### config.mk
export PLATFORM = sky130hd
export DESIGN_NAME = sfd_decoder
export DESIGN_NICKNAME = d
export VERILOG_FILES = /design/src/rtl/sfd_pkg.sv /design/src/rtl/sfd_fixed_rows.sv /design/src/rtl/sfd_ptr_rows.sv /design/src/rtl/sfd_out_stage.sv /design/src/rtl/sfd_decoder.sv
export SDC_FILE = /design/constraint.sdc
export NUM_CORES = 1
export LEC_CHECK = 0
export BUFFER_PORTS_ARGS = -buffer_cell sky130_fd_sc_hd__buf_4
export CAP_MARGIN = 30
export CORE_UTILIZATION = 47
export DETAILED_ROUTE_END_ITERATION = 6
export GPL_TIMING_DRIVEN = 0
export PLACE_DENSITY_LB_ADDON = 0.3
export SETUP_SLACK_MARGIN = 0.1
export SLEW_MARGIN = 0
export SYNTH_ARGS = -nofsm -noshare
export SYNTH_HDL_FRONTEND = slang
export SYNTH_SLANG_ARGS = --single-unit
### constraint.sdc
create_clock -name clk -period 10.5 [get_ports clk]
set_input_delay 2.1 -clock clk [delete_from_list [all_inputs] [get_ports clk]]
set_output_delay 2.1 -clock clk [all_outputs]
set_load 0.01 [all_outputs]
### src/rtl/sfd_pkg.sv
package sfd_pkg;
  parameter int unsigned SFD_IDX_W  = 16;
  parameter int unsigned SFD_DATA_W = 32;
  localparam int unsigned SFD_SEQ_W = 2 * SFD_IDX_W;

  typedef logic [SFD_IDX_W-1:0]  idx_t;
  typedef logic [SFD_DATA_W-1:0] data_t;
  typedef logic [SFD_SEQ_W-1:0]  seq_t;

  // pivot code meaning "offset by the current row"
  localparam idx_t PIVOT_ROW = '1;

  function automatic idx_t col_of(idx_t base, idx_t row, idx_t pivot);
    idx_t off;
    off = (pivot == PIVOT_ROW) ? row : pivot;
    return idx_t'(base + off);
  endfunction

  function automatic seq_t seq_of(idx_t row, idx_t col, idx_t cols);
    return seq_t'(seq_t'(row) * seq_t'(cols) + seq_t'(col));
  endfunction

  // advance a within-row position; k of 0 behaves as 1
  function automatic logic pos_wraps(idx_t pos, idx_t k);
    return (SFD_IDX_W'(pos + 1'b1) >= k) || (pos == '1);
  endfunction
endpackage

### src/rtl/sfd_fixed_rows.sv
module sfd_fixed_rows import sfd_pkg::*; (
  input  logic clk,
  input  logic rst_n,
  input  logic clear,
  input  logic step,
  input  idx_t k,
  output idx_t pos,
  output idx_t row
);
  idx_t pos_q, row_q;

  always_ff @(posedge clk) begin
    if (!rst_n || clear) begin
      pos_q <= '0;
      row_q <= '0;
    end else if (step) begin
      if (pos_wraps(pos_q, k)) begin
        pos_q <= '0;
        row_q <= row_q + 1'b1;
      end else begin
        pos_q <= pos_q + 1'b1;
      end
    end
  end

  assign pos = pos_q;
  assign row = row_q;
endmodule

### src/rtl/sfd_ptr_rows.sv
module sfd_ptr_rows import sfd_pkg::*; (
  input  logic clk,
  input  logic rst_n,
  input  logic clear,
  input  logic step,
  output idx_t row
);
  idx_t row_q;

  always_ff @(posedge clk) begin
    if (!rst_n || clear) row_q <= '0;
    else if (step)       row_q <= row_q + 1'b1;
  end

  assign row = row_q;
endmodule

### src/rtl/sfd_out_stage.sv
module sfd_out_stage import sfd_pkg::*; (
  input  logic  clk,
  input  logic  rst_n,
  input  logic  emit,
  input  data_t value,
  input  idx_t  row,
  input  idx_t  col_base,
  input  idx_t  pivot,
  input  idx_t  cols,
  output logic  out_valid,
  output data_t out_data,
  output seq_t  out_seq
);
  idx_t col;
  seq_t seq;

  always_comb begin
    col = col_of(col_base, row, pivot);
    seq = seq_of(row, col, cols);
  end

  always_ff @(posedge clk) begin
    if (!rst_n) begin
      out_valid <= 1'b0;
      out_data  <= '0;
      out_seq   <= '0;
    end else begin
      out_valid <= emit;
      if (emit) begin
        out_data <= value;
        out_seq  <= seq;
      end
    end
  end
endmodule

### src/rtl/sfd_decoder.sv
module sfd_decoder import sfd_pkg::*; (
  input  logic                  clk,
  input  logic                  rst_n,
  input  logic                  start,
  input  logic [SFD_IDX_W-1:0]  cfg_cols,
  input  logic [SFD_IDX_W-1:0]  cfg_nnz,
  input  logic [SFD_IDX_W-1:0]  cfg_k,
  input  logic [SFD_DATA_W-1:0] cfg_pad,
  input  logic                  cfg_pad_en,
  input  logic [SFD_IDX_W-1:0]  cfg_pivot,
  input  logic                  cfg_fixed,
  input  logic                  cfg_row_direct,
  input  logic                  cfg_col_en,
  input  logic                  s0_empty,
  input  logic [SFD_DATA_W-1:0] s0_head,
  output logic                  s0_pop,
  input  logic                  s1_empty,
  input  logic [SFD_IDX_W-1:0]  s1_head,
  output logic                  s1_pop,
  input  logic                  s2_empty,
  input  logic [SFD_IDX_W-1:0]  s2_head,
  output logic                  s2_pop,
  output logic                  busy,
  output logic                  done,
  output logic                  out_valid,
  output logic [SFD_DATA_W-1:0] out_data,
  output logic [SFD_SEQ_W-1:0]  out_seq
);
  // captured descriptors
  idx_t  cols_q, nnz_q, k_q, pivot_q;
  data_t pad_q;
  logic  pad_en_q, fixed_q, direct_q, col_en_q;

  logic  busy_q, done_q;
  idx_t  emit_cnt_q;

  // named internal events
  logic  ev_accept, ev_skip, ev_fire, ev_pad, ev_emit, ev_last;
  logic  ptr_mode, ptr_ahead, streams_ok;
  idx_t  fx_pos, fx_row, pt_row, cur_row, col_base;

  assign ev_accept = start && !busy_q;

  always_comb begin
    ptr_mode   = !fixed_q && !direct_q;
    ptr_ahead  = ptr_mode && !s2_empty && (s2_head <= emit_cnt_q);
    ev_skip    = busy_q && ptr_ahead;
    streams_ok = !s0_empty && (!col_en_q || !s1_empty) && (fixed_q || !s2_empty);
    ev_fire    = busy_q && streams_ok && !ptr_ahead;
    ev_pad     = ev_fire && fixed_q && pad_en_q && (s0_head == pad_q);
    ev_emit    = ev_fire && !ev_pad;
    ev_last    = ev_emit && (idx_t'(emit_cnt_q + 1'b1) == nnz_q);
  end

  always_comb begin
    if (fixed_q)       cur_row = fx_row;
    else if (direct_q) cur_row = s2_head;
    else               cur_row = pt_row;
    if (col_en_q)      col_base = s1_head;
    else if (fixed_q)  col_base = fx_pos;
    else               col_base = '0;
  end

  assign s0_pop = ev_fire;
  assign s1_pop = ev_fire && col_en_q;
  assign s2_pop = (ev_fire && !fixed_q && direct_q) || ev_skip;

  always_ff @(posedge clk) begin
    if (!rst_n) begin
      cols_q   <= '0;
      nnz_q    <= '0;
      k_q      <= '0;
      pivot_q  <= '0;
      pad_q    <= '0;
      pad_en_q <= 1'b0;
      fixed_q  <= 1'b0;
      direct_q <= 1'b0;
      col_en_q <= 1'b0;
    end else if (ev_accept) begin
      cols_q   <= cfg_cols;
      nnz_q    <= cfg_nnz;
      k_q      <= cfg_k;
      pivot_q  <= cfg_pivot;
      pad_q    <= cfg_pad;
      pad_en_q <= cfg_pad_en;
      fixed_q  <= cfg_fixed;
      direct_q <= cfg_row_direct;
      col_en_q <= cfg_col_en;
    end
  end

  always_ff @(posedge clk) begin
    if (!rst_n) begin
      busy_q     <= 1'b0;
      done_q     <= 1'b0;
      emit_cnt_q <= '0;
    end else if (ev_accept) begin
      busy_q     <= (cfg_nnz != '0);
      done_q     <= (cfg_nnz == '0);
      emit_cnt_q <= '0;
    end else begin
      if (ev_emit) emit_cnt_q <= emit_cnt_q + 1'b1;
      if (ev_last) begin
        busy_q <= 1'b0;
        done_q <= 1'b1;
      end
    end
  end

  sfd_fixed_rows u_fixed (
    .clk   (clk),
    .rst_n (rst_n),
    .clear (ev_accept),
    .step  (ev_fire && fixed_q),
    .k     (k_q),
    .pos   (fx_pos),
    .row   (fx_row)
  );

  sfd_ptr_rows u_ptr (
    .clk   (clk),
    .rst_n (rst_n),
    .clear (ev_accept),
    .step  (ev_skip),
    .row   (pt_row)
  );

  sfd_out_stage u_out (
    .clk       (clk),
    .rst_n     (rst_n),
    .emit      (ev_emit),
    .value     (s0_head),
    .row       (cur_row),
    .col_base  (col_base),
    .pivot     (pivot_q),
    .cols      (cols_q),
    .out_valid (out_valid),
    .out_data  (out_data),
    .out_seq   (out_seq)
  );

  assign busy = busy_q;
  assign done = done_q;
endmodule

==> flow_summary_export.csv, run 1 <==
group,metric,value,unit
cells_and_area,diodes,0,
clocking,insertion_delay,0.56,ns
timing,final-setup-viol-count,0,
setup_path,timing.critical_path.depth,28,
timing,tightest_slew,0.961,ns
grt,grt_remaining_overflow,0,
floorplanning,initial_utilization,48.0,%
timing,clock_skew,0.0288,ns
clocking,cts-root-to-sink-buffers,3,
timing,max_clk_rate,102,MHz
floorplanning,floorplan.core_area,0.0434,sq mm
clocking,cts.sink_count,231,
placement,finalWeightedCongestion,0.945,
setup_path,required_worst_endpoint,10.99,ns
synth,ys_warn_count,0,
drt,routed_wl,66500,um
synth,post_synth_edffs,0,
floorplanning,row_count,76,
placement,detailed_place_hpwl,54000,um
job,cap_viol_max_count,0,
synth,synth_top_cell_by_area,"dfxtp_1",
setup_path,critical_path.startpoint_type,"input port",
cells_and_area,area_growth,16.5,%
clocking,root_buffer,"clkbuf_16",
setup_path,cp-end-kind,"register",
grt,grt_pass1_vias,19136,
clocking,clock_tree_from_tritoncts,"built",
cells_and_area,drive_gt1_share,10.6,%
floorplanning,die_height,213,um
synth,synth.cell_area,0.0208,sq mm
drt,drt.antenna.violating_nets,0,
timing,hold_ws,0.455,ns
grt,grt_first_pass_wirelength,102000,um
setup_path,crit_fanout,8,
setup_path,cpLargestDelayFamily,"compound AO/OA/AOI/OAI gates",
drt,wl_per_cell,19.0,um
timing,timing_max_transition_violations_final,0,
floorplanning,io_pins,240,
setup_path,critical_path_arrival,10.30,ns
drt,route.detailed.drc,0,
setup_path,crit_type,"input port to register",
cells_and_area,finalNetCount,3438,
floorplanning,die_width,213,um
drt,number_of_search_and_repair_iterations_in_the_first_detailed_routing_pass,6,
drt,drtIter0Drc,1432,
pwr,power.switching,708,uW
timing,max-slew-margin-rel,35.5,%
grt,grt_usage,29.4,%
pwr,power_density_relative_to_cell_area,96.5,mW/mm^2
synth,synth-seq-cells,231,
synth,post_synthesis_average_cell_area,7.93,sq um
grt,grt_start_max_net_pins,14,
pwr,internal-power,1.63,mW
timing,post_route_clock_period_utilization,93.3,%
pwr,power.share.combinational,19.6,%
timing,period_minus_slack,9.80,ns
timing,grt_setup_unrepaired,"false",
cells_and_area,layout.cell_area.non_filler,0.0243,sq mm
grt,grt_antenna_before_repair,0,
clocking,htree_levels,1,
synth,syn-instance-count,2628,
pwr,design_power_total,2.34,mW
hold_path,min_path_cells,2,
synth,async_flop_share,0,%
setup_path,length_in_cells_of_the_worst_reg_to_reg_path,28,
floorplanning,dieArea,0.0452,sq mm
clocking,tritoncts.num_buffers,27,
hold_path,hp-class,"register to register",
pwr,sw_frac_of_total,30.2,%
drt,routed_via_density,5.48,
drt,vias,19202,
clocking,clkSlewWorstSetupHoldPaths,0.07,ns
setup_path,worst_path_largest_cell_delay,0.73,ns
timing,timing_hold_violations_final,0,
run_status,run_status,"completed",
synth,postSynth.topFlopCell,"dfxtp_1",
pwr,p_leak,10.6,nW
setup_path,critical-path-top-cell-by-count,"fa_1",
timing,timing.setup.tns,0,ns
pwr,share_of_total_power_in_the_clock_network,40.5,%
pwr,vdd.ir_drop.worst,0.109,mV
synth,netlist.area_leader.share,22.2,%
synth,fraction_of_the_yosys_area_taken_by_sequential_cells,22.2,%
synth,synth.lib_cells_used.distinct,65,
setup_path,cp.buffers_inverters,4,
synth,net_count_of_the_mapped_netlist,3166,
placement,buffer_ports.inserted,239,
cells_and_area,finalCoreUtilization,56.0,%
synth,synth.area.top_cells,"dfxtp_1, fa_1, nand2_1",
placement,instance_area_after_placement,0.0234,sq mm
pwr,power.share.sequential,39.9,%
setup_path,critPathSlowestCell,"or4_1",
what timing repair did:
| action | in CTS | in global routing |
|---|---|---|
| hold buffers | 0 | 0 |
| setup buffers | 0 | 0 |
| gates resized for setup | 0 | 6 |
| setup endpoints to repair | 0 | 1 |
| hold endpoints to repair | 0 | 0 |
sequential cells by signal (all words and copies together) (netlist names), 16 cells and up:
name,flops
pivot_q,16
nnz_q,16
cols_q,16
u_fixed.pos,16
u_out.out_seq,32
pad_q,32
emit_cnt_q,16
k_q,16
u_ptr.row,16
u_out.out_data,32
u_fixed.row,16
cells in the final DEF (no fill, tap or decap), types with 31 or more instances in the layout:
cell      Yosys  layout
a21oi_1     232     232
o21ai_0      56      56
buf_4         1     240
nor2_1       72      72
clkbuf_1    112     117
ha_1        157     157
nand2_1     605     605
inv_1       345     345
and2_1       93      93
xnor2_1      79      79
xor2_1       49      49
nand3_1      51      51
fa_1        211     211
nor3_1       31      31
dfxtp_1     231     231
power by group through the flow:
stage	registers (mW)	logic (mW)	clock network, mW
global placement	0.952	0.443	0
detailed placement	0.953	0.452	0
floorplan	0.945	0.261	0
global route	0.937	0.504	0.990
CTS	0.934	0.455	0.954
finish	0.935	0.459	0.948
layer usage:
layer  global-route usage (%)  vias to the layer above  part of all wire, %
met2                     49.8                      769                   48
met5                        0                        -                    0
met4                     12.8                        0                  4.7
met1                     37.8                     9288                   41
met3                     3.49                      169                  7.1
li1                         -                     8976                    -
synthesized netlist by cell type (4+ instances only):
master and number:
ha_1 157, and3_1 13, nor2_1 72, dfxtp_1 231
a211oi_1 6, a31oi_1 8, a31o_2 4, o21bai_1 7
o21a_1 9, inv_1 345, a21o_1 24, o21ai_0 56
and2_1 93, a21oi_1 232, buf_1 15, or4_1 6
a21boi_0 14, nor4_1 29, a2111oi_0 4, o21ai_1 14
clkbuf_1 112, nor3_1 31, nand2b_1 12, nand2_1 605
fa_1 211, nand4_1 23, o211a_1 4, or3_1 20
o31ai_1 5, xnor2_1 79, nor2b_1 5, xor2_1 49
nand3_1 51, mux2i_1 21, o211ai_1 12
area by class of cell:
type | count | area, sq um
fill | 4087 | 19100
inverter | 345 | 1290
timing repair buffer | 243 | 1810
tap | 585 | 732
sequential | 231 | 4620
clock inverter | 10 | 106
clock buffer | 37 | 763
multi-input combinational | 1923 | 14400
buffer | 129 | 489
cells by family after synthesis:
family                     count (synthesis)  share of synthesized area (%)
AOI/OAI and AO/OA                        426                           12.0
xor gates and xnor gates                 128                           5.38
adders and majority gates                368                           29.7
buffers and inverters                    474                           8.57
DFF                                      231                           22.2
muxes                                     22                           1.06
and+or+nand+nor                          979                           21.1
per-stage QoR:
stage	cells	setup WS [ns]
2_1_floorplan	2628	1.55
3_3_place_gp	3452	0.0275
3_5_place_dp	3456	-0.0948
4_1_cts	3503	0.472
5_1_grt	3503	0.179
6_report	3503	0.698
worst register-to-register path, delay by kind of cell, from the launching register on:
kind,cells,cell delay [ns]
AOI/OAI and AO/OA,9,3.21
adders and majority gates,6,2.71
buffers and inverters,7,1.46
and+or+nand+nor,4,1.45
DFF,1,0.32
muxes,1,0.24
xor gates and xnor gates,1,0.23
path summary, 6_finish.rpt:
| kind | from | to | slack, ns |
|---|---|---|---|
| setup / recovery | s2_head[1] | u_out.out_seq[28]$_SDFFE_PN0P_ | 0.70 |
| hold reg to reg | u_out.out_data[13]$_SDFFE_PN0P_ | u_out.out_data[13]$_SDFFE_PN0P_ | 0.45 |
| hold / removal | u_out.out_data[13]$_SDFFE_PN0P_ | u_out.out_data[13]$_SDFFE_PN0P_ | 0.45 |
| setup reg to reg | direct_q$_SDFFE_PN0P_ | u_out.out_seq[28]$_SDFFE_PN0P_ | 0.82 |
No activity file was read; power rests on OpenSTA's default activity.
==> run 2: changes to the inputs <==
--- a/config.mk
+++ b/config.mk
@@ -5,7 +5,7 @@
 export SDC_FILE = /design/constraint.sdc
 export NUM_CORES = 1
 export LEC_CHECK = 0
-export BUFFER_PORTS_ARGS = -buffer_cell sky130_fd_sc_hd__buf_4
+export BUFFER_PORTS_ARGS = -buffer_cell sky130_fd_sc_hd__clkbuf_2
 export CAP_MARGIN = 30
 export CORE_UTILIZATION = 47
 export DETAILED_ROUTE_END_ITERATION = 6
==> flow_summary_export.csv, run 2 (synthesis gave the netlist of run 1 again) <==
group,metric,value,unit
grt,grt_antenna_before_repair,1,
grt,grt_remaining_overflow,0,
pwr,vdd.ir_drop.worst,0.112,mV
clocking,insertion_delay,0.55,ns
clocking,cts.sink_count,231,
cells_and_area,diodes,0,
timing,clock_skew,0.0275,ns
grt,grt_usage,29.4,%
grt,grt_first_pass_wirelength,102000,um
floorplanning,dieArea,0.0452,sq mm
floorplanning,initial_utilization,48.0,%
clocking,tritoncts.num_buffers,27,
clocking,postcts_setup_bufs,0,
floorplanning,die_height,213,um
floorplanning,io_pins,240,
hold_path,holdCritStartpoint,"u_out.out_seq[20]$_SDFFE_PN0P_",
timing,timing_hold_violations_final,0,
cells_and_area,layout.cell_area.non_filler,0.0237,sq mm
floorplanning,die_width,213,um
placement,finalWeightedCongestion,0.953,
grt,grt_start_max_net_pins,14,
cells_and_area,final_common_cell,"nand2_1",
floorplanning,floorplan.core_area,0.0434,sq mm
timing,period_minus_slack,9.89,ns
setup_path,worst_path_largest_cell_delay,0.72,ns
clocking,clock_tree_from_tritoncts,"built",
placement,place_inst,3457,
cells_and_area,top_regs,"pad_q x32, u_out.out_data x32, u_out.out_seq x32",
drt,number_of_search_and_repair_iterations_in_the_first_detailed_routing_pass,6,
drt,drt.antenna.violating_nets,0,
pwr,power_density_relative_to_cell_area,98.9,mW/mm^2
timing,postLayoutSetupSlackWorst,0.605,ns
cells_and_area,commonest_non_fill_non_tap_cells_in_the_layout,"nand2_1, inv_1, clkbuf_2",
drt,wl_per_cell,18.7,um
setup_path,critPathSlowestCell,"or4_1",
setup_path,cp.buffers_inverters,4,
clocking,holdBufCountCts,0,
setup_path,cpLargestDelayFamily,"compound AO/OA/AOI/OAI gates",
drt,vias,19051,
job,cap_viol_max_count,0,
setup_path,crit_start,"s2_head[1]",
setup_path,cp-end-kind,"register",
timing,max-slew-margin-rel,30.9,%
cells_and_area,finalCoreUtilization,54.7,%
run_status,run_status,"completed",
cells_and_area,finalNetCount,3439,
placement,pre_cts_ws,-0.191,ns
clocking,root_buffer,"clkbuf_16",
setup_path,critical_path.startpoint_type,"input port",
setup_path,crit_fanout,8,
timing,max_clk_rate,101,MHz
placement,buffer_ports.inserted,239,
timing,final-setup-viol-count,0,
drt,routed_wl,65600,um
hold_path,hp-class,"register to register",
timing,timing.setup.tns,0,ns
cells_and_area,fin_cells,3506,
placement,instance_area_after_placement,0.0228,sq mm
drt,drtIter0Drc,1542,
drt,routed_via_density,5.43,
setup_path,critical-path-top-cell-by-count,"fa_1",
timing,hold_ws,0.451,ns
clocking,clkSlewWorstSetupHoldPaths,0.06,ns
timing,grt_setup_unrepaired,"false",
cells_and_area,area_growth,13.9,%
placement,detailed_place_hpwl,53600,um
timing,timing_max_transition_violations_final,0,
drt,route.detailed.drc,0,
cells_and_area,drive_gt1_share,10.5,%
setup_path,crit_type,"input port to register",
timing,post_route_clock_period_utilization,94.2,%
setup_path,critical_path_arrival,10.37,ns
timing,tightest_slew,1.03,ns
setup_path,timing.rr.start,"direct_q$_SDFFE_PN0P_",
pwr,p_leak,10.5,nW
pwr,design_power_total,2.35,mW
setup_path,required_worst_endpoint,10.98,ns
floorplanning,row_count,76,
grt,grt_pass1_vias,19266,
clocking,htree_levels,1,
clocking,cts-root-to-sink-buffers,3,
## run 2: path summary, 6_finish.rpt
kind,endpoint,slack (ns),depth (start not counted)
setup / recovery,u_out.out_seq[28]$_SDFFE_PN0P_,0.61,28
hold / removal,u_out.out_seq[20]$_SDFFE_PN0P_,0.45,2
setup reg to reg,u_out.out_seq[28]$_SDFFE_PN0P_,0.76,28
hold reg to reg,u_out.out_seq[20]$_SDFFE_PN0P_,0.45,2
## run 2: layer usage
| layer | vias up | wire (um) | track usage (%) |
|---|---|---|---|
| li1 | 8999 | - | - |
| met5 | - | 0 | 0 |
| met3 | 138 | 4290 | 3.87 |
| met2 | 676 | 31900 | 50.4 |
| met4 | 0 | 2540 | 10.9 |
| met1 | 9238 | 26900 | 37.5 |
## run 2: worst register-to-register path, delay by kind of cell, from the launching register on
| family | cells | cell delay [ns] |
|---|---|---|
| flops | 1 | 0.32 |
| fa+ha+maj | 6 | 2.75 |
| compound gates | 9 | 3.15 |
| xor+xnor | 1 | 0.20 |
| simple gates | 5 | 1.63 |
| buf+inv | 6 | 1.39 |
| mux | 1 | 0.25 |
## run 2: what timing repair did
item | 4_1_cts | 5_1_grt
setup endpoints to repair | 0 | 1
gates resized for setup | 0 | 3
hold endpoints to repair | 0 | 0
## run 2: power by group
| group | total, mW | internal [mW] | leakage [nW] | switching [mW] |
|---|---|---|---|---|
| sequential | 0.935 | 0.907 | 1.88 | 0.0278 |
| combinational | 0.436 | 0.152 | 8.12 | 0.284 |
| clock | 0.978 | 0.596 | 0.456 | 0.382 |
| total | 2.35 | 1.65 | 10.5 | 0.693 |
## run 2: layout make-up
class / instances / area (sq um)
Buffer: 129 / 489
Clock buffer: 39 / 791
Clock inverter: 10 / 139
Fill cell: 4157 / 19600
Inverter: 345 / 1290
Multi-Input combinational cell: 1923 / 14400
Sequential cell: 231 / 4620
Tap cell: 585 / 732
Timing Repair Buffer: 244 / 1230
==> run 3: changes to the inputs <==
--- a/config.mk
+++ b/config.mk
@@ -7,7 +7,7 @@
 export LEC_CHECK = 0
 export BUFFER_PORTS_ARGS = -buffer_cell sky130_fd_sc_hd__clkbuf_2
 export CAP_MARGIN = 30
-export CORE_UTILIZATION = 47
+export CORE_UTILIZATION = 61
 export DETAILED_ROUTE_END_ITERATION = 6
 export GPL_TIMING_DRIVEN = 0
 export PLACE_DENSITY_LB_ADDON = 0.3
==> flow_summary_export.csv, run 3 (synthesis gave the netlist of run 1 again) <==
group,metric,value,unit
drt,drtIter0Drc,1522,
hold_path,hold-path-endpoint,"k_q[13]$_SDFFE_PN0P_",
clocking,postcts_setup_bufs,0,
setup_path,critical_path_arrival,10.40,ns
placement,finalWeightedCongestion,0.983,
run_status,run_status,"completed",
placement,detailed_place_hpwl,50900,um
timing,post_route_clock_period_utilization,94.5,%
cells_and_area,layout.cell_area.non_filler,0.0237,sq mm
grt,grt_start_max_net_pins,15,
setup_path,crit-reg2reg-capture,"u_out.out_seq[28]$_SDFFE_PN0P_",
setup_path,critPathSlowestCell,"or4_1",
pwr,vdd.ir_drop.worst,0.124,mV
setup_path,cp-end-kind,"register",
cells_and_area,fin_cells,3367,
drt,wl_per_cell,18.9,um
timing,period_minus_slack,9.92,ns
clocking,tritoncts.num_buffers,26,
timing,final-setup-viol-count,0,
clocking,cts-root-to-sink-buffers,3,
timing,timing_hold_violations_final,0,
floorplanning,floorplan.core_area,0.0335,sq mm
hold_path,min_path_cells,2,
floorplanning,initial_utilization,62.1,%
placement,pre_cts_ws,-0.0972,ns
pwr,p_leak,10.5,nW
placement,place_inst,3319,
pwr,sw_frac_of_total,29.0,%
setup_path,critical_path.startpoint_type,"input port",
drt,routed_via_density,5.80,
timing,max_clk_rate,101,MHz
placement,instance_area_after_placement,0.0226,sq mm
cells_and_area,fillers,2782,
pwr,power.switching,714,uW
setup_path,worst_path_largest_cell_delay,0.69,ns
setup_path,crit_type,"input port to register",
pwr,power_density_relative_to_cell_area,104,mW/mm^2
placement,buffer_ports.inserted,239,
drt,route.detailed.drc,0,
grt,grt_first_pass_wirelength,102000,um
clocking,htree_levels,1,
cells_and_area,final_common_cell,"nand2_1",
timing,clock_skew,0.0323,ns
setup_path,critical-path-top-cell-by-count,"fa_1",
clocking,clock_tree_from_tritoncts,"built",
cells_and_area,commonest_non_fill_non_tap_cells_in_the_layout,"nand2_1, inv_1, clkbuf_2",
cells_and_area,top_regs,"pad_q x32, u_out.out_data x32, u_out.out_seq x32",
job,cap_viol_max_count,0,
clocking,cts.sink_count,231,
cells_and_area,diodes,0,
pwr,power.share.sequential,37.8,%
cells_and_area,finalNetCount,3437,
hold_path,hp-class,"register to register",
grt,grt_pass1_vias,19691,
drt,drt.antenna.violating_nets,0,
timing,tightest_slew,1.03,ns
clocking,clkSlewWorstSetupHoldPaths,0.06,ns
setup_path,r2r_setup_slack,0.68,ns
drt,number_of_search_and_repair_iterations_in_the_first_detailed_routing_pass,6,
drt,vias,19531,
floorplanning,row_count,67,
setup_path,length_in_cells_of_the_worst_reg_to_reg_path,28,
pwr,internal-power,1.75,mW
cells_and_area,finalCoreUtilization,70.6,%
setup_path,timing.rr.start,"direct_q$_SDFFE_PN0P_",
clocking,insertion_delay,0.57,ns
grt,grt_usage,36.8,%
pwr,power.share.combinational,17.8,%
cells_and_area,drive_gt1_share,10.7,%
grt,grt_antenna_before_repair,0,
drt,routed_wl,63600,um
pwr,design_power_total,2.46,mW
grt,grt_remaining_overflow,0,
floorplanning,die_height,187,um
timing,max-slew-margin-rel,31.1,%
floorplanning,die_width,187,um
hold_path,holdCritStartpoint,"k_q[13]$_SDFFE_PN0P_",
clocking,root_buffer,"clkbuf_16",
cells_and_area,area_growth,13.6,%
timing,timing_max_transition_violations_final,0,
floorplanning,dieArea,0.0349,sq mm
setup_path,crit_fanout,8,
floorplanning,io_pins,240,
setup_path,required_worst_endpoint,10.97,ns
pwr,share_of_total_power_in_the_clock_network,44.4,%
timing,grt_setup_unrepaired,"false",
timing,postLayoutSetupSlackWorst,0.576,ns
[run 3: changes by cell type in the layout (fill, tap and decap cells not counted), moves of 2 or more]
| cell | before | now |
|---|---|---|
| clkbuf_8 | 7 | 5 |
| clkbuf_1 | 117 | 113 |
| bufinv_16 | 3 | 8 |
| inv_6 | 2 | 0 |
[run 3: how the worst max path moves through the flow]
stage	from	endpoint	depth (start not counted)
floorplan	s2_head[1]	u_out.out_seq[28]$_SDFFE_PN0P_	27
global placement	s2_head[1]	u_out.out_seq[28]$_SDFFE_PN0P_	28
detailed placement	s2_head[1]	u_out.out_seq[28]$_SDFFE_PN0P_	28
CTS	s2_head[1]	u_out.out_seq[28]$_SDFFE_PN0P_	28
global route	direct_q$_SDFFE_PN0P_	u_out.out_seq[28]$_SDFFE_PN0P_	28
finish	s2_head[1]	u_out.out_seq[28]$_SDFFE_PN0P_	28
[run 3: critical path, delay by kind of cell]
family / cells / cell delay [ns]
AOI/OAI and AO/OA: 10 / 3.27
xor gates and xnor gates: 1 / 0.20
adders and majority gates: 6 / 2.69
buffers and inverters: 4 / 0.29
muxes: 1 / 0.13
and+or+nand+nor: 6 / 1.70
[run 3: final cells by class]
type | instances | area (sq um) | share of cell area, %
multi-input combinational | 1923 | 14400 | 61.0
sequential | 231 | 4620 | 19.5
inverter | 345 | 1290 | 5.47
timing repair buffer | 243 | 1220 | 5.14
clock buffer | 32 | 723 | 3.06
tap | 448 | 561 | 2.37
buffer | 129 | 489 | 2.07
clock inverter | 16 | 323 | 1.36
[run 3: power by group through the flow]
stage,Sequential (mW),Clock (mW),Combinational (mW)
after floorplan,0.945,0,0.261
after global placement,0.949,0,0.414
after detailed placement,0.951,0,0.426
after CTS,0.931,1.10,0.429
after global routing,0.935,1.13,0.479
final,0.932,1.09,0.437
[run 3: routing by layer]
metal | part of all wire, % | global-route usage [%] | up-vias | routed length [um]
li1 | - | - | 8984 | -
met4 | 6.2 | 21.0 | 0 | 3940
met3 | 7.4 | 5.02 | 252 | 4700
met5 | 0 | 0 | - | 0
met1 | 39 | 45.7 | 9385 | 25100
met2 | 47 | 61.5 | 910 | 29900
[run 3: per-stage QoR]
step | hold WS, ns | TNS [ns]
finish | 0.454 | 0
global route | 0.472 | 0
CTS | 0.458 | 0
detailed placement | 0.448 | -0.0972
global placement | 0.438 | -0.0697
floorplan | 0.436 | 0
[run 3: what timing repair did]
item	CTS	global route
gates resized for setup	0	3
hold buffers	0	0
endpoints found under the setup margin	0	1
